<file path="config.mk">
export PLATFORM = sky130hd
export DESIGN_NAME = adj_ns_counter
export DESIGN_NICKNAME = d
export VERILOG_FILES = /design/src/rtl/ntc_pkg.sv /design/src/rtl/ntc_regs.sv /design/src/rtl/ntc_trim.sv /design/src/rtl/ntc_core.sv /design/src/rtl/adj_ns_counter.sv
export SDC_FILE = /design/constraint.sdc
export NUM_CORES = 1
export LEC_CHECK = 0
export ABC_AREA = 1
export BUFFER_PORTS_ARGS = -buffer_cell sky130_fd_sc_hd__buf_4
export CORE_MARGIN = 4
export CORE_UTILIZATION = 30
export CTS_CLUSTER_SIZE = 30
export DETAILED_ROUTE_END_ITERATION = 8
export GPL_ROUTABILITY_DRIVEN = 0
export PLACE_DENSITY = 0.49
export SLEW_MARGIN = 20
export SYNTH_ARGS = -nofsm -noshare
export SYNTH_HDL_FRONTEND = slang
export SYNTH_HIERARCHICAL = 1
export SYNTH_SLANG_ARGS = --single-unit
</file>
<file path="constraint.sdc">
create_clock -name clk -period 6.7 [get_ports clk]
set_input_delay 0.67 -clock clk [delete_from_list [all_inputs] [get_ports clk]]
set_output_delay 0.67 -clock clk [all_outputs]
set_load 0.02 [all_outputs]
</file>
<file path="src/rtl/ntc_pkg.sv">
package ntc_pkg;
  localparam int ADDR_W   = 3;
  localparam int DATA_W   = 32;
  localparam int STEP_W   = 7;
  localparam int CORR_LSB = 8;

  localparam logic [ADDR_W-1:0] A_CTRL   = 3'd0;
  localparam logic [ADDR_W-1:0] A_COUNT  = 3'd1;
  localparam logic [ADDR_W-1:0] A_STEP   = 3'd2;
  localparam logic [ADDR_W-1:0] A_TRIM   = 3'd3;
  localparam logic [ADDR_W-1:0] A_PERIOD = 3'd4;

  localparam int B_RUN  = 0;
  localparam int B_PRD  = 1;
  localparam int B_SNAP = 2;
endpackage

</file>
<file path="src/rtl/ntc_regs.sv">
module ntc_regs
  import ntc_pkg::*;
#(
  parameter int CNT_W  = 32,
  parameter int TRIM_W = 32
) (
  input  logic              clk,
  input  logic              rst,
  input  logic              we_i,
  input  logic [ADDR_W-1:0] waddr_i,
  input  logic [DATA_W-1:0] wdata_i,
  input  logic [ADDR_W-1:0] raddr_i,
  output logic [DATA_W-1:0] rdata_o,
  input  logic [CNT_W-1:0]  cnt_i,
  output logic              run_o,
  output logic              prd_en_o,
  output logic [STEP_W-1:0] step_norm_o,
  output logic [STEP_W-1:0] step_corr_o,
  output logic [TRIM_W-1:0] trim_n_o,
  output logic              trim_restart_o,
  output logic [CNT_W-1:0]  period_o,
  output logic              load_o,
  output logic [CNT_W-1:0]  load_val_o
);
  logic              run_q, prd_q, snap_req_q;
  logic [STEP_W-1:0] norm_q, corr_q;
  logic [TRIM_W-1:0] trim_q;
  logic [CNT_W-1:0]  period_q, snap_q;
  logic              wr_ctrl;

  assign wr_ctrl = we_i && (waddr_i == A_CTRL);

  always_ff @(posedge clk) begin
    if (rst) begin
      run_q <= 1'b0; prd_q <= 1'b0; snap_req_q <= 1'b0;
      norm_q <= '0; corr_q <= '0; trim_q <= '0;
      period_q <= '0; snap_q <= '0;
    end else begin
      if (wr_ctrl) begin
        run_q      <= wdata_i[B_RUN];
        prd_q      <= wdata_i[B_PRD];
        snap_req_q <= wdata_i[B_SNAP];
      end else if (snap_req_q) begin
        snap_q     <= cnt_i;
        snap_req_q <= 1'b0;
      end
      if (we_i && waddr_i == A_STEP) begin
        norm_q <= wdata_i[STEP_W-1:0];
        corr_q <= wdata_i[CORR_LSB +: STEP_W];
      end
      if (we_i && waddr_i == A_TRIM)   trim_q   <= wdata_i[TRIM_W-1:0];
      if (we_i && waddr_i == A_PERIOD) period_q <= wdata_i[CNT_W-1:0];
    end
  end

  always_ff @(posedge clk) begin
    if (rst) rdata_o <= '0;
    else begin
      case (raddr_i)
        A_CTRL:   rdata_o <= DATA_W'({snap_req_q, prd_q, run_q});
        A_COUNT:  rdata_o <= DATA_W'(snap_q);
        A_STEP:   rdata_o <= DATA_W'({corr_q, {(CORR_LSB-STEP_W){1'b0}}, norm_q});
        A_TRIM:   rdata_o <= DATA_W'(trim_q);
        A_PERIOD: rdata_o <= DATA_W'(period_q);
        default:  rdata_o <= '0;
      endcase
    end
  end

  assign run_o          = run_q;
  assign prd_en_o       = prd_q;
  assign step_norm_o    = norm_q;
  assign step_corr_o    = corr_q;
  assign trim_n_o       = trim_q;
  assign trim_restart_o = we_i && (waddr_i == A_TRIM);
  assign period_o       = period_q;
  assign load_o         = we_i && (waddr_i == A_COUNT);
  assign load_val_o     = wdata_i[CNT_W-1:0];

  // a pending snapshot request is consumed on the following edge
  assert_snap_clears_R8: assert property (@(posedge clk) disable iff (rst)
    (snap_req_q && !wr_ctrl) |=> !snap_req_q);
endmodule

</file>
<file path="src/rtl/ntc_trim.sv">
module ntc_trim
  import ntc_pkg::*;
#(
  parameter int TRIM_W = 32
) (
  input  logic              clk,
  input  logic              rst,
  input  logic              run_i,
  input  logic              restart_i,
  input  logic [TRIM_W-1:0] trim_n_i,
  input  logic [STEP_W-1:0] step_norm_i,
  input  logic [STEP_W-1:0] step_corr_i,
  output logic [STEP_W-1:0] step_o
);
  logic [TRIM_W-1:0] phase_q;
  logic              trim_on, use_corr;

  assign trim_on  = (trim_n_i != '0);
  assign use_corr = trim_on && (phase_q == trim_n_i - TRIM_W'(1));
  assign step_o   = use_corr ? step_corr_i : step_norm_i;

  always_ff @(posedge clk) begin
    if (rst || restart_i)     phase_q <= '0;
    else if (run_i && trim_on) phase_q <= use_corr ? '0 : phase_q + TRIM_W'(1);
  end

  // the phase never leaves the programmed interval
  assert_phase_bound_R3: assert property (@(posedge clk) disable iff (rst)
    trim_on |-> (phase_q < trim_n_i));
endmodule

</file>
<file path="src/rtl/ntc_core.sv">
module ntc_core
  import ntc_pkg::*;
#(
  parameter int CNT_W = 32
) (
  input  logic              clk,
  input  logic              rst,
  input  logic              run_i,
  input  logic              prd_en_i,
  input  logic [CNT_W-1:0]  period_i,
  input  logic [STEP_W-1:0] step_i,
  input  logic              load_i,
  input  logic [CNT_W-1:0]  load_val_i,
  output logic [CNT_W-1:0]  cnt_o,
  output logic              wrap_o
);
  localparam int SUM_W = CNT_W + 1;

  logic [CNT_W-1:0] cnt_q;
  logic             wrap_q;
  logic [SUM_W-1:0] sum, over;
  logic             prd_act;

  assign sum     = {1'b0, cnt_q} + SUM_W'(step_i);
  assign over    = sum - {1'b0, period_i};
  assign prd_act = prd_en_i && (period_i != '0);

  always_ff @(posedge clk) begin
    if (rst) begin
      cnt_q  <= '0;
      wrap_q <= 1'b0;
    end else if (load_i) begin
      cnt_q  <= load_val_i;
      wrap_q <= 1'b0;
    end else if (run_i) begin
      if (prd_act && sum >= {1'b0, period_i}) begin
        cnt_q  <= over[CNT_W-1:0];
        wrap_q <= 1'b1;
      end else begin
        cnt_q  <= sum[CNT_W-1:0];
        wrap_q <= 1'b0;
      end
    end else begin
      wrap_q <= 1'b0;
    end
  end

  assign cnt_o  = cnt_q;
  assign wrap_o = wrap_q;

  // no movement while stopped and not loaded
  assert_hold_R2: assert property (@(posedge clk) disable iff (rst)
    (!run_i && !load_i) |=> (cnt_q == $past(cnt_q)));
  // a load lands exactly
  assert_load_R7: assert property (@(posedge clk) disable iff (rst)
    load_i |=> (cnt_q == $past(load_val_i)));
  // a wrap pulse only follows a running cycle with period wrap active
  assert_wrap_src_R6: assert property (@(posedge clk) disable iff (rst)
    $rose(wrap_q) |-> $past(run_i && prd_act));
endmodule

</file>
<file path="src/rtl/adj_ns_counter.sv">
module adj_ns_counter
  import ntc_pkg::*;
#(
  parameter int CNT_W  = 32,
  parameter int TRIM_W = 32
) (
  input  logic                 clk,
  input  logic                 rst,
  input  logic                 reg_we,
  input  logic [2:0]           reg_waddr,
  input  logic [31:0]          reg_wdata,
  input  logic [2:0]           reg_raddr,
  output logic [31:0]          reg_rdata,
  output logic [CNT_W-1:0]     time_ns,
  output logic                 wrap_pulse
);
  logic              run, prd_en, restart, load;
  logic [STEP_W-1:0] norm, corr, step;
  logic [TRIM_W-1:0] trim_n;
  logic [CNT_W-1:0]  period, load_val, cnt;

  ntc_regs #(.CNT_W(CNT_W), .TRIM_W(TRIM_W)) u_regs (
    .clk(clk), .rst(rst), .we_i(reg_we), .waddr_i(reg_waddr),
    .wdata_i(reg_wdata), .raddr_i(reg_raddr), .rdata_o(reg_rdata),
    .cnt_i(cnt), .run_o(run), .prd_en_o(prd_en), .step_norm_o(norm),
    .step_corr_o(corr), .trim_n_o(trim_n), .trim_restart_o(restart),
    .period_o(period), .load_o(load), .load_val_o(load_val));

  ntc_trim #(.TRIM_W(TRIM_W)) u_trim (
    .clk(clk), .rst(rst), .run_i(run), .restart_i(restart),
    .trim_n_i(trim_n), .step_norm_i(norm), .step_corr_i(corr),
    .step_o(step));

  ntc_core #(.CNT_W(CNT_W)) u_core (
    .clk(clk), .rst(rst), .run_i(run), .prd_en_i(prd_en),
    .period_i(period), .step_i(step), .load_i(load),
    .load_val_i(load_val), .cnt_o(cnt), .wrap_o(wrap_pulse));

  assign time_ns = cnt;
endmodule

</file>
# --- Word level (Yosys, flattened, before mapping) ---
# Index checks and enable logic that the tools add are counted.
word_totals:
  latch_bits: 0
  ramBits: 0
  in_bits: 41
  register_bits: 210
  elab_cells: 53
  memories: 0
  output_inout_bits: 65
  rom_bits: 0
op_classes:
  n_mux: 7
  multipliers: 0
  addsub: 4
  n_eq_ne: 9
  bitwise_logic: 2
  n_div: 0
  n_shift: 0
  magnitude_cmp: 1
  n_reduce_logical: 18
op_table:
  columns: ["op", "count"]
  rows:
  - ["32-bit case mux with 5 select lines", 1]
  - ["32-bit 2-to-1 mux", 4]
  - ["32-bit nonzero test", 2]
  - ["32-bit by 7-bit adder with 33-bit output", 1]
  - ["33-bit by 32-bit greater-or-equal comparator with 1-bit output", 1]
  - ["32-bit by 1-bit adder with 32-bit output (second input constant)", 1]
  - ["32-bit == test", 1]
  - ["32-bit by 1-bit subtractor with 32-bit output (second input constant)", 1]
  - ["32-bit subtractor", 1]
  - ["3-bit by 2-bit == test with 1-bit output (second input constant)", 4]
  - ["1-bit logical AND", 9]
  - ["7-bit 2-to-1 mux", 1]
  - ["3-bit by 1-bit == test with 1-bit output (second input constant)", 2]
  - ["3-bit == test (second input constant)", 2]
  - ["3-bit logical NOT", 2]
  - ["3-bit OR reduction", 1]
  - ["1-bit NOT", 2]
  - ["2-bit AND reduction", 1]
  - ["2-bit nonzero test", 1]
  - ["2-bit OR reduction", 1]
  - ["1-bit logical OR", 1]
  - ["1-bit 2-to-1 mux", 1]

# --- Longest topological paths before layout ---
logic_depth:
  ltp_word: 10
  mapped_depth: 47

# --- Cells and area by module ---
# The synthesis kept the hierarchy.
by_module_without_submodules:
  columns: ["module", "seq_area_each_um2", "cells_each", "n_inst", "area_each_um2"]
  rows:
  - ["ntc_regs", 2902.8, 789, 1, 5967.0]
  - ["ntc_core", 660.6, 977, 1, 5355.1]
  - ["ntc_trim", 640.6, 557, 1, 3254.4]

# --- Worst setup path before layout ---
# Ideal clock, no wire load.
synth_timing:
  path_kind: "reg2reg"
  start: "register u_regs.trim_q[0], in the netlist u_regs/trim_n_o[0]"
  end: "register u_core.cnt_q[10], in the netlist u_core/cnt_o[10]"
  path_slack_ns: 1.626
  setup_time_ns: 0.132
  stages_incl_launch_ff: 44
  synth_period_minus_slack_ns: 5.074
  t_arrival_ns: 4.942
  required_ns: 6.568
  path_cell_list: "dfxtp_1 > inv_1 > ha_1 > or2_2 > nand3_1 > nand2_1 > nor2_1 > nand2_1 > nor2_1 > nand2_1 > nor2_1 > nand3_1 > nor2_4 > nand2_1 > nor2_1 > nor2_1 > ha_1 > inv_1 > [8 not listed] > nand2_1 > nor2_1 > or2_2 > nand2_1 > inv_1 > ha_1 > nand2_1 > nor2_1 > inv_1 > nor3_1 > nand2_1 > inv_1 > nand3_2 > nand3_4 > buf_2 > nand3_1 > nand3_1 > a21oi_1"
synth_between:
  elab_chain_len: 10
  word_cells_on_any_way: 12
synth_rtl:
  columns: ["item", "line_no", "rtl"]
  rows:
  - ["from (decl)", "ntc_regs.sv:27", "logic [TRIM_W-1:0] trim_q;"]
  - ["from (signal assigned)", "ntc_regs.sv:51", "if (we_i && waddr_i == A_TRIM) trim_q <= wdata_i[TRIM_W-1:0];"]
  - ["32-bit by 1-bit subtractor with 32-bit output", "ntc_trim.sv:19", "assign use_corr = trim_on && (phase_q == trim_n_i - TRIM_W'(1));"]
  - ["32-bit == test", "ntc_trim.sv:19", null]
  - ["1-bit logical AND (*)", "ntc_trim.sv:19", null]
  - ["7-bit 2-to-1 mux (*)", "ntc_trim.sv:20", "assign step_o = use_corr ? step_corr_i : step_norm_i;"]
  - ["net step[0]", "adj_ns_counter.sv:18", "logic [STEP_W-1:0] norm, corr, step;"]
  - ["32-bit by 7-bit adder with 33-bit output (*)", "ntc_core.sv:24", "assign sum = {1'b0, cnt_q} + SUM_W'(step_i);"]
  - ["33-bit by 32-bit greater-or-equal comparator with 1-bit output", "ntc_core.sv:36", "if (prd_act && sum >= {1'b0, period_i}) begin"]
  - ["1-bit logical AND", "ntc_core.sv:36", null]
  - ["32-bit 2-to-1 mux (*)", "ntc_core.sv:36", null]
  - ["32-bit 2-to-1 mux (*)", "ntc_core.sv:35", "end else if (run_i) begin"]
  - ["32-bit 2-to-1 mux (*)", "ntc_core.sv:32", "end else if (load_i) begin"]
  - ["to (signal assigned)", "ntc_core.sv:33", "cnt_q <= load_val_i;"]
  - ["to (signal assigned)", "ntc_core.sv:37", "cnt_q <= over[CNT_W-1:0];"]
  - ["to (signal assigned)", "ntc_core.sv:40", "cnt_q <= sum[CNT_W-1:0];"]
  - ["to (decl)", "ntc_core.sv:19", "logic [CNT_W-1:0] cnt_q;"]
# The timed path passes the listed nets; every way through them passes the cells marked *. The select of a mux whose other input is x is not followed.
# A chain may end at the register's enable or synchronous reset.

# --- Final worst setup path ---
layout_timing:
  start: "register u_regs.trim_q[0], in the netlist u_regs/trim_n_o[0]"
  end: "register u_core.cnt_q[14], in the netlist u_core/cnt_o[14]"
# Same word-level chain as after synthesis.

==> summary.md <==
| Metric | Value |
|---|---|
| Outcome | `finished clean` |
| EDFF count, synth | `0` |
| ANT nets after route | `0` |
| Overflow after GRT | `0` |
| Top cells by area, synth | `dfxtp_1 (29%), nand2_1 (13%), nor2_1 (9.2%), inv_1 (8.0%), nand3_1 (6.4%)` |
| Final hold violations | `0` |
| Final nets | `2,447` |
| Core Util, Final | `34.6%` |
| Setup slack after placement | `0.259 ns` |
| Post-synth top area share | `28.8%` |
| Die width | `228 um` |
| Mapped Area | `14,600 um^2` |
| Logic pwr share | `24.5%` |
| Fmax | `0.160 GHz` |
| Fin worst setup slack | `0.435 ns` |
| Yosys reg bits | `210` |
| Area growth syn-to-layout | `13.5%` |
| Critical Path Most Common Cell | `nand2_1` |
| Crit Path Class | `flop to flop` |
| Cell Pwr Density | `216 nW/um^2` |
| TritonCTS clock tree | `yes` |
| Clk buf depth | `3` |
| Layout cells sized above 1 | `11.4%` |
| Clock power share | `38.8%` |
| Dominant synthesized flop cell | `dfxtp_1` |
| Die area | `52,200 um^2` |
| Worst Path Arrival | `6.65 ns` |
| Distinct cells, synth | `48` |
| Worst-Margin Slew | `0.804 ns` |
| CP Capture Type | `flop` |
| HP Class | `input pin to flop` |
| GRT Util Overall | `19.7%` |
| Core area | `47,800 um^2` |
| Antenna cells | `0` |
| Total CTS buffers | `24` |
| Max-cap violations | `0` |
| Top delay family on crit path | `simple AND/OR/NAND/NOR gates` |
| Drc violations | `0` |
| DR vias/cell | `5.04` |
| Internal Dissipation | `2.39 mW` |
| FP Rows | `80` |
| Max-slew headroom | `46.3%` |
| First-pass GRT wire length | `83.5 mm` |
| Mapped Avg Cell Area | `6.27 um^2` |
| Synth Net Count | `2,408` |
| Ys async rst share | `0%` |
| Critical Path Fanout Max | `18` |
| WL/cell | `18.2 um` |
| CP startpoint kind | `flop` |
| Clock sinks | `210` |
| Slowest CP cell | `fa_1` |
| Final Skew | `0.0103 ns` |
| R2R Setup Slk | `0.44 ns` |
| Worst path required time | `7.09 ns` |
| Clock root buffer | `clkbuf_16` |
| Initial core utilization | `30.5%` |
| Gate Count Post-Synth | `2,323` |
| Initial DRC Count | `1,459` |
| Later-pin clock latency in the skew report | `0.53 ns` |
| Initial antenna violation count | `0` |
| Crit path time final | `6.26 ns` |
| Seq pwr share | `36.7%` |
| Number of H-tree levels | `1` |
| Switching Fraction | `33.1%` |
| Drt total wl | `54.5 mm` |
| Fill cells | `5,281` |
| P_sw | `1.18 mW` |
| Router iterations before antenna repair | `6` |
| Worst path max stage delay | `0.40 ns` |
| Die Y | `228 um` |
| Vias in the first global route | `14,300` |
| Vias | `15,100` |
| Period utilisation layout | `93.5%` |
| Pins Over Slew Limit | `0` |
| Crit path buf inv count | `6` |
| Largest net degree at the start of global routing | `60` |
| Sequential-to-total area share from yosys stat | `28.8%` |
| Detailed placement HPWL | `42.2 mm` |
| Clock Pin Slew Worst Setup and Hold Paths | `0.06 ns` |
| Dominant cell type by area after synthesis | `dfxtp_1` |
| Input/output buffers | `105` |
| Syn. warnings | `6` |
| Finish-stage setup viols | `0` |
| Worst VDD drop | `0.111 mV` |
| I/O Pins | `106` |
| Pleak | `7.75 nW` |
## area by class of cell
| class | instances | area (um^2) | area share [%] |
|---|---|---|---|
| well taps | 615 | 769 | 4.65 |
| repair buffers | 128 | 973 | 5.88 |
| clock buffers | 32 | 682 | 4.12 |
| inverters | 325 | 1220 | 7.38 |
| clock inverters | 12 | 140 | 0.847 |
| multi-input cells | 1673 | 8550 | 51.7 |
| flip-flops and latches | 210 | 4210 | 25.4 |
## sequential cells by signal, summed over array words and instances (netlist names)
name,flops
u_regs/snap_req_q,1
u_core/wrap_o,1
u_regs/step_norm_o,7
u_regs/step_corr_o,7
u_trim/phase_q,32
u_core/cnt_o,32
u_regs/rdata_o,32
u_regs/trim_n_o,32
u_regs/run_o,1
u_regs/period_o,32
u_regs/snap_q,32
u_regs/prd_en_o,1
## synth_stat cells (all sizes together), types with 13 or more instances
cell type,n
nand4,78
xnor2,24
nor4,13
a31oi,18
ha,42
nor2,387
inv,323
buf,75
nor3,24
o21ai,119
dfxtp,210
xor2,64
nand2,535
a21oi,98
a22oi,33
nand3,192
clkbuf,44
## stage by stage
step	TNS [ns]	instance area, um^2	std cells	total power, mW	hold slack, ns
5_1_grt	-0.0899	16500	2995	3.74	0.422
3_3_place_gp	0	15500	2939	2.15	0.466
3_5_place_dp	0	15500	2939	2.16	0.472
4_1_cts	0	16400	2983	3.55	0.388
2_1_floorplan	0	14600	2323	1.93	0.454
6_report	0	16500	2995	3.57	0.413
## cells in the final DEF, fill, tap and decap left out, types with 6 or more instances in the layout
| cell type | n |
|---|---|
| nor2_1 | 348 |
| a22oi_1 | 33 |
| o21bai_1 | 6 |
| nand3_2 | 6 |
| a21oi_1 | 98 |
| clkinv_2 | 8 |
| inv_2 | 13 |
| inv_1 | 309 |
| nand2_1 | 515 |
| nand4_1 | 78 |
| or2_2 | 7 |
| nand3_1 | 185 |
| nor2_2 | 31 |
| nor2_4 | 9 |
| clkbuf_16 | 25 |
| o21ai_1 | 15 |
| xor2_1 | 63 |
| a21o_1 | 8 |
| o21ai_0 | 102 |
| nand2_2 | 16 |
| dfxtp_1 | 208 |
| nor3_1 | 22 |
| nand3b_1 | 7 |
| nor4_1 | 12 |
| a31oi_1 | 18 |
| xnor2_1 | 24 |
| ha_1 | 40 |
| buf_4 | 127 |
## metal layers
layer / track usage (%) / routed length (um)
met2: 32.6 / 25200
met4: 4.88 / 1270
met5: 0 / 0
met1: 27.6 / 25100
met3: 2.19 / 2970
## final timing paths
check,start,to,depth (start not counted)
max,u_regs/trim_n_o[0],u_core/cnt_o[14],40
min,reg_wdata[23],u_regs/period_o[23],3
max reg2reg,u_regs/trim_n_o[0],u_core/cnt_o[14],40
min reg2reg,u_regs/snap_q[20],u_regs/snap_q[20],2
## worst min-delay path, delay by kind of cell
kind,cells,cell delay (ns)
buffers and inverters,1,0.11
AND/OR/NAND/NOR,2,0.13
## power by group through the flow
stage	clock network [mW]	logic, mW	registers (mW)
after floorplan	0	0.598	1.33
after global placement	0	0.815	1.34
after detailed placement	0	0.821	1.34
after CTS	1.41	0.823	1.31
after global routing	1.46	0.969	1.31
final	1.38	0.873	1.31
## cells by family (layout without fill, tap and decap cells)
group                    after synthesis  count (layout)  synth area share, %
AND/OR/NAND/NOR                     1249            1253                 37.6
buffers and inverters                444             497                 13.3
AO/OA/AOI/OAI                        287             287                 11.0
flip-flops                           210             210                 28.8
XOR/XNOR                              89              89                 5.44
adder cells (fa/ha/maj)               44              44                 3.88
## repair_timing
action,4_1_cts,5_1_grt
buffers inserted,0,8
hold buffers,0,0
hold endpoints to repair,0,0
setup endpoints to repair,0,33
resized for setup,0,23
(Power assumes the default switching activity.)
